==> config.mk <==
export PLATFORM = sky130hd
export DESIGN_NAME = addr_bit6_swizzle
export DESIGN_NICKNAME = d
export VERILOG_FILES = /design/src/rtl/swz_pkg.sv /design/src/rtl/swz_mode_regs.sv /design/src/rtl/swz_xlate.sv /design/src/rtl/swz_out_stage.sv /design/src/rtl/addr_bit6_swizzle.sv
export SDC_FILE = /design/constraint.sdc
export NUM_CORES = 1
export LEC_CHECK = 0
export ABC_AREA = 0
export ABC_CLOCK_PERIOD_IN_PS = 4500
export CAP_MARGIN = 10
export CORE_ASPECT_RATIO = 0.7
export CORE_MARGIN = 5
export CORE_UTILIZATION = 34
export CTS_BUF_LIST = sky130_fd_sc_hd__clkbuf_8
export CTS_CLUSTER_DIAMETER = 80
export DETAILED_ROUTE_END_ITERATION = 10
export PLACE_DENSITY = 0.7
export SLEW_MARGIN = 15
export SYNTH_ARGS = -nofsm -noshare
export SYNTH_HDL_FRONTEND = slang
export SYNTH_SLANG_ARGS = --single-unit
==> constraint.sdc <==
create_clock -name clk -period 4.5 [get_ports clk]
set_input_delay 0.9 -clock clk [delete_from_list [all_inputs] [get_ports clk]]
set_output_delay 0.9 -clock clk [all_outputs]
set_load 0.005 [all_outputs]
==> src/rtl/swz_pkg.sv <==
package swz_pkg;

  typedef enum logic [1:0] {
    TILE_LIN = 2'd0,
    TILE_X   = 2'd1,
    TILE_Y   = 2'd2,
    TILE_RSV = 2'd3
  } tile_e;

  typedef enum logic [2:0] {
    SWZ_NONE      = 3'd0,
    SWZ_B9        = 3'd1,
    SWZ_B9_10     = 3'd2,
    SWZ_B9_11     = 3'd3,
    SWZ_B9_10_11  = 3'd4,
    SWZ_UNKNOWN   = 3'd5,
    SWZ_B9_17     = 3'd6,
    SWZ_B9_10_17  = 3'd7
  } swz_e;

  // Address bits that may be folded into bit 6; mask bit t selects TAP_POS[t].
  localparam int NUM_TAPS = 4;
  localparam int TAP_POS [NUM_TAPS] = '{9, 10, 11, 17};
  localparam int SWZ_BIT = 6;
  localparam int MIN_ADDR_W = 18;

  function automatic logic [NUM_TAPS-1:0] tap_mask(swz_e m);
    case (m)
      SWZ_B9:        tap_mask = 4'b0001;
      SWZ_B9_10:     tap_mask = 4'b0011;
      SWZ_B9_11:     tap_mask = 4'b0101;
      SWZ_B9_10_11:  tap_mask = 4'b0111;
      SWZ_B9_17:     tap_mask = 4'b1001;
      SWZ_B9_10_17:  tap_mask = 4'b1011;
      default:       tap_mask = 4'b0000;
    endcase
  endfunction

  // Bit 17 folding stays hidden from software.
  function automatic swz_e visible_code(swz_e m);
    case (m)
      SWZ_B9_17:    visible_code = SWZ_B9;
      SWZ_B9_10_17: visible_code = SWZ_B9_10;
      default:      visible_code = m;
    endcase
  endfunction

endpackage

==> src/rtl/swz_mode_regs.sv <==
module swz_mode_regs
  import swz_pkg::*;
(
  input  logic       clk,
  input  logic       rst_n,
  input  logic       cfg_we,
  input  logic       cfg_sel,
  input  logic [2:0] cfg_code,
  output swz_e       mode_x,
  output swz_e       mode_y
);

  localparam int NUM_REGS = 2;

  swz_e mode_q [NUM_REGS];

  for (genvar r = 0; r < NUM_REGS; r++) begin : g_reg
    always_ff @(posedge clk) begin
      if (!rst_n)
        mode_q[r] <= SWZ_UNKNOWN;
      else if (cfg_we && (int'(cfg_sel) == r))
        mode_q[r] <= swz_e'(cfg_code);
    end
  end

  assign mode_x = mode_q[0];
  assign mode_y = mode_q[1];

  // a write lands in exactly the selected register
  assert_cfg_x_R3: assert property (@(posedge clk) disable iff (!rst_n)
    (cfg_we && !cfg_sel) |=> (mode_x == swz_e'($past(cfg_code))));
  assert_cfg_y_R3: assert property (@(posedge clk) disable iff (!rst_n)
    (cfg_we && cfg_sel) |=> (mode_y == swz_e'($past(cfg_code))));
  assert_cfg_keep_R11: assert property (@(posedge clk) disable iff (!rst_n)
    !cfg_we |=> ($stable(mode_x) && $stable(mode_y)));

endmodule

==> src/rtl/swz_xlate.sv <==
module swz_xlate
  import swz_pkg::*;
#(
  parameter int ADDR_W   = 32,
  parameter int STRIDE_W = 16
)(
  input  logic [ADDR_W-1:0]   in_addr,
  input  logic [1:0]          in_tile,
  input  logic [STRIDE_W-1:0] in_stride,
  input  swz_e                mode_x,
  input  swz_e                mode_y,
  output logic [ADDR_W-1:0]   xl_addr,
  output logic [1:0]          xl_tile,
  output logic [2:0]          xl_swz,
  output logic [STRIDE_W-1:0] xl_stride,
  output logic                xl_fallback
);

  logic [NUM_TAPS-1:0] tap_bits;
  logic [NUM_TAPS-1:0] mask;
  swz_e                sel_mode;
  tile_e               tile;
  logic                tiled;
  logic                active;
  logic                fold;

  for (genvar t = 0; t < NUM_TAPS; t++) begin : g_tap
    assign tap_bits[t] = in_addr[TAP_POS[t]];
  end

  always_comb begin
    tile        = tile_e'(in_tile);
    tiled       = (tile == TILE_X) || (tile == TILE_Y);
    sel_mode    = (tile == TILE_Y) ? mode_y : mode_x;
    xl_fallback = tiled && (sel_mode == SWZ_UNKNOWN);
    active      = tiled && !xl_fallback;
    mask        = active ? tap_mask(sel_mode) : '0;
    fold        = ^(mask & tap_bits);
    xl_addr           = in_addr;
    xl_addr[SWZ_BIT]  = in_addr[SWZ_BIT] ^ fold;
    xl_tile     = active ? in_tile : 2'(TILE_LIN);
    xl_swz      = active ? 3'(visible_code(sel_mode)) : 3'(SWZ_NONE);
    xl_stride   = active ? in_stride : '0;
  end

endmodule

==> src/rtl/swz_out_stage.sv <==
module swz_out_stage #(
  parameter int W = 8
)(
  input  logic         clk,
  input  logic         rst_n,
  input  logic         in_valid,
  output logic         in_ready,
  input  logic [W-1:0] in_data,
  output logic         out_valid,
  input  logic         out_ready,
  output logic [W-1:0] out_data
);

  logic         v_q;
  logic [W-1:0] d_q;

  assign in_ready  = !v_q || out_ready;
  assign out_valid = v_q;
  assign out_data  = d_q;

  always_ff @(posedge clk) begin
    if (!rst_n)
      v_q <= 1'b0;
    else if (in_ready)
      v_q <= in_valid;
  end

  always_ff @(posedge clk) begin
    if (in_ready && in_valid)
      d_q <= in_data;
  end

  // accepted item is presented after one edge
  assert_latency_R8: assert property (@(posedge clk) disable iff (!rst_n)
    (in_valid && in_ready) |=> out_valid);
  // stalled result stays put
  assert_hold_R9: assert property (@(posedge clk) disable iff (!rst_n)
    (out_valid && !out_ready) |=> (out_valid && $stable(out_data)));

endmodule

==> src/rtl/addr_bit6_swizzle.sv <==
module addr_bit6_swizzle
  import swz_pkg::*;
#(
  parameter int ADDR_W   = 32,
  parameter int STRIDE_W = 16
)(
  input  logic                clk,
  input  logic                rst_n,
  input  logic                cfg_we,
  input  logic                cfg_sel,
  input  logic [2:0]          cfg_code,
  input  logic                req_valid,
  output logic                req_ready,
  input  logic [ADDR_W-1:0]   req_addr,
  input  logic [1:0]          req_tile,
  input  logic [STRIDE_W-1:0] req_stride,
  output logic                res_valid,
  input  logic                res_ready,
  output logic [ADDR_W-1:0]   res_addr,
  output logic [1:0]          res_tile,
  output logic [2:0]          res_swz,
  output logic [STRIDE_W-1:0] res_stride,
  output logic                res_fallback
);

  localparam int PAY_W = ADDR_W + 2 + 3 + STRIDE_W + 1;
  localparam logic [ADDR_W-1:0] KEEP_MASK = ~(ADDR_W'(1) << SWZ_BIT);

  if (ADDR_W < MIN_ADDR_W) begin : g_bad_width
    addr_width_too_small_for_bit17_tap u_stop ();
  end

  swz_e                mode_x, mode_y;
  logic [ADDR_W-1:0]   xl_addr;
  logic [1:0]          xl_tile;
  logic [2:0]          xl_swz;
  logic [STRIDE_W-1:0] xl_stride;
  logic                xl_fallback;
  logic [PAY_W-1:0]    pay_in, pay_out;

  swz_mode_regs u_regs (
    .clk      (clk),
    .rst_n    (rst_n),
    .cfg_we   (cfg_we),
    .cfg_sel  (cfg_sel),
    .cfg_code (cfg_code),
    .mode_x   (mode_x),
    .mode_y   (mode_y)
  );

  swz_xlate #(.ADDR_W(ADDR_W), .STRIDE_W(STRIDE_W)) u_xlate (
    .in_addr     (req_addr),
    .in_tile     (req_tile),
    .in_stride   (req_stride),
    .mode_x      (mode_x),
    .mode_y      (mode_y),
    .xl_addr     (xl_addr),
    .xl_tile     (xl_tile),
    .xl_swz      (xl_swz),
    .xl_stride   (xl_stride),
    .xl_fallback (xl_fallback)
  );

  assign pay_in = {xl_addr, xl_tile, xl_swz, xl_stride, xl_fallback};

  swz_out_stage #(.W(PAY_W)) u_out (
    .clk       (clk),
    .rst_n     (rst_n),
    .in_valid  (req_valid),
    .in_ready  (req_ready),
    .in_data   (pay_in),
    .out_valid (res_valid),
    .out_ready (res_ready),
    .out_data  (pay_out)
  );

  assign {res_addr, res_tile, res_swz, res_stride, res_fallback} = pay_out;

  // only bit 6 may differ from the accepted address
  assert_passthru_R5: assert property (@(posedge clk) disable iff (!rst_n)
    (req_valid && req_ready) |=> ((res_addr & KEEP_MASK) == ($past(req_addr) & KEEP_MASK)));
  // hidden codes never reach software
  assert_visible_R6: assert property (@(posedge clk) disable iff (!rst_n)
    res_valid |-> (res_swz <= 3'd4));
  // fallback result is fully linear
  assert_fallback_R7: assert property (@(posedge clk) disable iff (!rst_n)
    (res_valid && res_fallback) |-> (res_tile == 2'd0 && res_swz == 3'd0 &&
                                     res_stride == '0));
  // a non-tiled request never falls back and reports linear
  assert_linear_R2: assert property (@(posedge clk) disable iff (!rst_n)
    (req_valid && req_ready && (req_tile == 2'd0 || req_tile == 2'd3))
      |=> (!res_fallback && res_tile == 2'd0 && res_swz == 3'd0));

endmodule

== Word-level counts from Yosys, hierarchy flattened ==
Memories as Yosys holds them, arrays and structs flattened.
Index checks and enable logic that the tools add are counted.
Operators by class
  equality and inequality tests: 9
  muxes and demuxes: 13
  bitwise operators: 5
  reductions and logical operators: 10
Operators with widths (count)
  4-bit one-hot mux with 6 select lines: 1
  3-bit equality test (second input constant): 4
  3-bit two-way mux: 3
  1-bit two-way mux: 7
  3-bit by 2-bit equality test with 1-bit output (second input constant): 2
  3-bit one-hot mux with 2 select lines: 1
  1-bit logical AND: 5
  4-bit AND: 1
  4-bit two-way mux: 1
  4-bit parity: 1
  3-bit by 1-bit equality test with 1-bit output (second input constant): 1
  2-bit by 1-bit equality test with 1-bit output (second input constant): 1
  2-bit equality test (second input constant): 1
  1-bit logical NOT: 2
  1-bit logical OR: 2
  1-bit OR: 2
  1-bit NOT: 1
  1-bit bitwise XOR: 1
Word-level totals
  register bits: 55
  RAM bits: 6
  bits of input ports: 59
  output and inout port bits: 56
  word-level logic and storage cells: 41
  memories kept: 1
Memories
  u_regs.mode_q: words 2, width 3, rd ports 2, clocked after memory_dff 0, wr ports 2, RTL line swz_mode_regs.sv:15  | swz_e mode_q [NUM_REGS];

== Depth between registers and ports, before layout ==
  word-level depth: 10
  depth in mapped cells: 9
  depth with buffers taken out: 8

== Cells and area by module ==
A second synthesis with hierarchy kept.
Unflattened totals
  cells, all modules: 165
  area total of the unflattened synthesis: 2543.7 um^2
Modules (own cells, without submodules)
  swz_out_stage: instances 1, cells each 59, area each 1679.1 um^2, sequential area each 1641.6 um^2
  swz_xlate: instances 1, cells each 87, area each 621.8 um^2, sequential area each 0.0 um^2
  swz_mode_regs: instances 1, cells each 19, area each 242.7 um^2, sequential area each 180.2 um^2

== Worst setup path before layout ==
Ideal clock, no wire load.
  path kind: input port to flip-flop
  start: input res_ready
  end: register u_out.d_q[0] (netlist: u_out.out_data[0]) (enable)
  library setup time: 0.417 ns
  arrival: 2.340 ns
  data required time: 4.083 ns
  setup slack: 1.742 ns
  cell stages on the path: 2
  path buffers: 0
  path through: nand2b_1 > and2_1
On the way
  cells in the longest elaborated chain, start to end: 2
RTL lines
  start, declared: RTL line addr_bit6_swizzle.sv:18  | input logic res_ready,
  1-bit logical OR: RTL line swz_out_stage.sv:17  | assign in_ready = !v_q || out_ready;
  1-bit logical AND: RTL line swz_out_stage.sv:29  | if (in_ready && in_valid)
  end signal, assigned: RTL line swz_out_stage.sv:30  | d_q <= in_data;
  end, declared: RTL line swz_out_stage.sv:15  | logic [W-1:0] d_q;
No other way between the ends.
A chain may end at the register's enable or synchronous reset.

== Final worst setup path ==
  start: input req_tile[1]
  end: register u_out.d_q[28] (netlist: u_out.out_data[28]), data pin
On the way
  cells in the longest elaborated chain, start to end: 10
  elaborated cells on any way between the ends: 19
  classes of those cells: 9 x eq/ne; 3 x mux; 2 x bitwise; 5 x reduce/logical
RTL lines
  start, declared: RTL line addr_bit6_swizzle.sv:15  | input logic [1:0] req_tile,
  branches (longest 6 deep; another with 4-bit one-hot mux with 6 select lines)
  4-bit two-way mux (*): RTL line swz_xlate.sv:37  | mask = active ? tap_mask(sel_mode) : '0;
  4-bit AND (*): RTL line swz_xlate.sv:38  | fold = ^(mask & tap_bits);
  4-bit parity (*): RTL line swz_xlate.sv:38
  1-bit bitwise XOR (*): RTL line swz_xlate.sv:40  | xl_addr[SWZ_BIT] = in_addr[SWZ_BIT] ^ fold;
  via u_out.in_data[28]: RTL line swz_out_stage.sv:8  | input logic [W-1:0] in_data,
Mark *: on every way through the listed nets, which the timed path passes.

==> impl_metrics.py <==
metrics = {
    "critical_path": {
        "critical_path_class": "in2reg",
        "timing.reg2reg.setup_slack_ns": 2.72,
        "critical_path.reg2reg.startpoint": "u_out.out_valid",
        "end_kind": "register",
        "worstPathRequired_ns": 4.58,
        "critical_path.max_fanout": 6,
        "worstSetupStartpoint": "req_tile[1]",
        "timing.reg2reg.worst_path_depth": 3,
        "worst_setup_path_start_kind": "primary input",
        "worstPathArrival_ns": 3.03,
    },
    "floorplan": {
        "core-area_um2": 6660,
        "io_pins": 115,
        "initial_utilization_pct": 34.5,
        "rows": 25,
        "dieArea_um2": 8530,
        "die_y_um": 78.8,
        "die-width_um": 108,
    },
    "final_layout": {
        "postLayoutCellArea_um2": 3780,
        "filler_cell_count": 568,
        "layout_common_cells": "114 x sky130_fd_sc_hd__clkdlybuf4s50_1, 60 x sky130_fd_sc_hd__edfxtp_1, 18 x sky130_fd_sc_hd__and2_1",
        "final_layout_size_suffix_gt1_share_pct": 8.95,
        "syn_to_final_growth_pct": 64.4,
        "insertedDiodeCount": 0,
        "final_net_count": 313,
        "layout_commonest_cell": "sky130_fd_sc_hd__clkdlybuf4s50_1",
    },
    "yosys": {
        "synth.distinct_cells": 27,
        "synth_seq_cells": 61,
        "synthesis.area_um2": 2300,
        "netlist_instances": 129,
        "synthesis.area_per_instance_um2": 17.8,
        "number_of_nets_produced_by_synthesis": 189,
        "synthesis.yosys.warnings": 0,
        "seq_area_frac_synth_pct": 79.3,
    },
    "power": {
        "cellPowerDensity_nw_per_um2": 381,
        "ir_drop_v": 0.000170,
        "total_leakage_power_nw": 1.34,
        "totalPowerFinal_mw": 1.44,
    },
    "routing": {
        "remaining_drc_errors": 0,
        "drt_iter0_markers": 48,
        "wl_mm": 5.24,
        "dr_total_vias": 1526,
        "via_per_inst": 4.35,
        "antenna_violating_nets_post_route": 0,
        "wl_per_cell_um": 14.9,
        "first_pass_iters": 4,
    },
    "sta": {
        "grt_setup_unrepaired": "false",
        "timing.max_slew.rel_slack_pct": 54.1,
        "timing_hold_violations_final": 0,
        "final.period_utilization_pct": 65.6,
        "final_report_max_slew_violation_count": 0,
        "setup_total_negative_slack_ns": 0,
        "timing.final.crit_period_ns": 2.95,
        "fmaxAchievable_mhz": 339,
        "report.final.setup_viol": 0,
        "tightestPinTransition_ns": 0.687,
        "skew_ns": 0.00624,
    },
    "run": {
        "max-cap-violations": 0,
    },
    "cts": {
        "worst_case_clock_buffer_depth": 2,
        "ctsHtreeMaxLevel": 3,
        "cts_hold_buf": 0,
        "post_cts_resized": 0,
        "cts_num_sinks": 61,
        "clk_transition_reported_paths_ns": 0.06,
        "clkLatencyLatePin_ns": 0.33,
        "cts_buf_count": 9,
        "tritoncts": "done",
        "cts_setup_buffers": 0,
        "cts_root_buffer": "sky130_fd_sc_hd__clkbuf_8",
    },
    "place": {
        "postPlaceCellArea_um2": 3550,
        "io_buffer_count": 114,
        "routabilityCongestion": 0.701,
        "place.detailed.hpwl_mm": 4.06,
    },
    "global_route": {
        "gr-total-overflow": 0,
        "initial_antenna_violation_count": 0,
        "gr-usage-all-layers_pct": 12.6,
        "grt_pass1_wl_mm": 7.93,
        "grt_start_max_net_pins": 29,
        "first_global_vias": 1560,
    },
    "status": {
        "run_status": "complete, no violations",
    },
    "worst_hold_path": {
        "worstHoldPathType": "reg2reg",
        "worstHoldStart": "u_out.out_valid",
        "worstHoldPathCells": 2,
    },
}
## flip-flops by register name, summed over array words and instances, names as in the netlist
register	flops
u_out.out_valid	1
u_regs.mode_q	6
u_out.out_data	54
## Yosys cell counts
library cell                instances  area, um2
sky130_fd_sc_hd__a211oi_1           1       7.51
sky130_fd_sc_hd__nand3_1            4       20.0
sky130_fd_sc_hd__nor2_1             2       7.51
sky130_fd_sc_hd__buf_6              1       11.3
sky130_fd_sc_hd__mux2i_4            2       45.0
sky130_fd_sc_hd__and2_1            19        119
sky130_fd_sc_hd__a31oi_1            1       6.26
sky130_fd_sc_hd__clkbuf_1           1       3.75
sky130_fd_sc_hd__nand2_1            5       18.8
sky130_fd_sc_hd__nand4_1            2       12.5
sky130_fd_sc_hd__mux2i_1            2       20.0
sky130_fd_sc_hd__or3_1              2       12.5
sky130_fd_sc_hd__inv_1              4       15.0
sky130_fd_sc_hd__o211ai_1           1       7.51
sky130_fd_sc_hd__nor3_1             4       20.0
sky130_fd_sc_hd__ha_1               1       12.5
sky130_fd_sc_hd__a21boi_0           1       7.51
sky130_fd_sc_hd__xnor2_1            2       17.5
sky130_fd_sc_hd__a21oi_1            3       15.0
sky130_fd_sc_hd__dfxtp_1            1       20.0
sky130_fd_sc_hd__o2bb2ai_1          1       8.76
sky130_fd_sc_hd__o21ai_0            1       5.00
sky130_fd_sc_hd__nand2b_1           2       12.5
sky130_fd_sc_hd__or2_2              2       12.5
sky130_fd_sc_hd__mux2_4             3       45.0
sky130_fd_sc_hd__edfxtp_1          60       1800
sky130_fd_sc_hd__a31oi_2            1       12.5
## cell families after synthesis
family / after synthesis / synth area share [%]
adder cells (fa/ha/maj): 1 / 0.545
XOR/XNOR: 2 / 0.763
multiplexers: 7 / 4.79
buffers and inverters: 6 / 1.31
AO/OA/AOI/OAI: 10 / 3.05
flip-flops: 61 / 79.3
AND/OR/NAND/NOR: 42 / 10.2
## cell type report
cell class	count	area, um2	area share, %
clock buffers	9	124	3.28
flip-flops and latches	61	1820	48.2
repair buffers	115	1150	30.4
well taps	94	118	3.11
inverters	4	15.0	0.398
multi-input cells	62	447	11.8
clock inverters	6	103	2.72
## routing by layer
metal  part of all wire [%]  global-route usage [%]  vias to the layer above  routed length, um
met5                      0                       0                        -                  0
met4                   0.92                    3.78                        0                 48
met3                     13                    7.64                        6                701
met2                     46                    19.7                       82               2380
met1                     40                    14.5                      707               2100
li1                       -                       -                      731                  -
## power by group
group	internal, mW	switching [mW]
Clock	0.360	0.195
Sequential	0.674	0.0128
Combinational	0.127	0.0715
Total	1.16	0.280
## metrics by stage
stage | util [%] | cells | hold WS [ns] | setup slack, ns
finish | 56.7 | 351 | 0.545 | 1.55
global route | 56.7 | 351 | 0.592 | 1.47
CTS | 56.7 | 351 | 0.548 | 1.55
detailed placement | 53.3 | 336 | 0.533 | 1.19
global placement | 53.3 | 336 | 0.521 | 1.31
floorplan | - | 129 | 0.537 | 1.74
## path summary, 6_finish.rpt
path	to
setup reg to reg	u_out.out_data[26]
setup / recovery	u_out.out_data[28]
hold reg to reg	u_out.out_valid
hold / removal	u_out.out_valid
## critical path, cell delays in order
cell	delay [ns]
sky130_fd_sc_hd__clkdlybuf4s50_1	0.47
sky130_fd_sc_hd__ha_1	0.45
sky130_fd_sc_hd__mux2i_4	0.39
sky130_fd_sc_hd__a21oi_1	0.12
sky130_fd_sc_hd__o211ai_1	0.19
sky130_fd_sc_hd__o2bb2ai_1	0.16
sky130_fd_sc_hd__mux2i_1	0.25
sky130_fd_sc_hd__xnor2_1	0.08
Power figures use the tool's default switching activity.
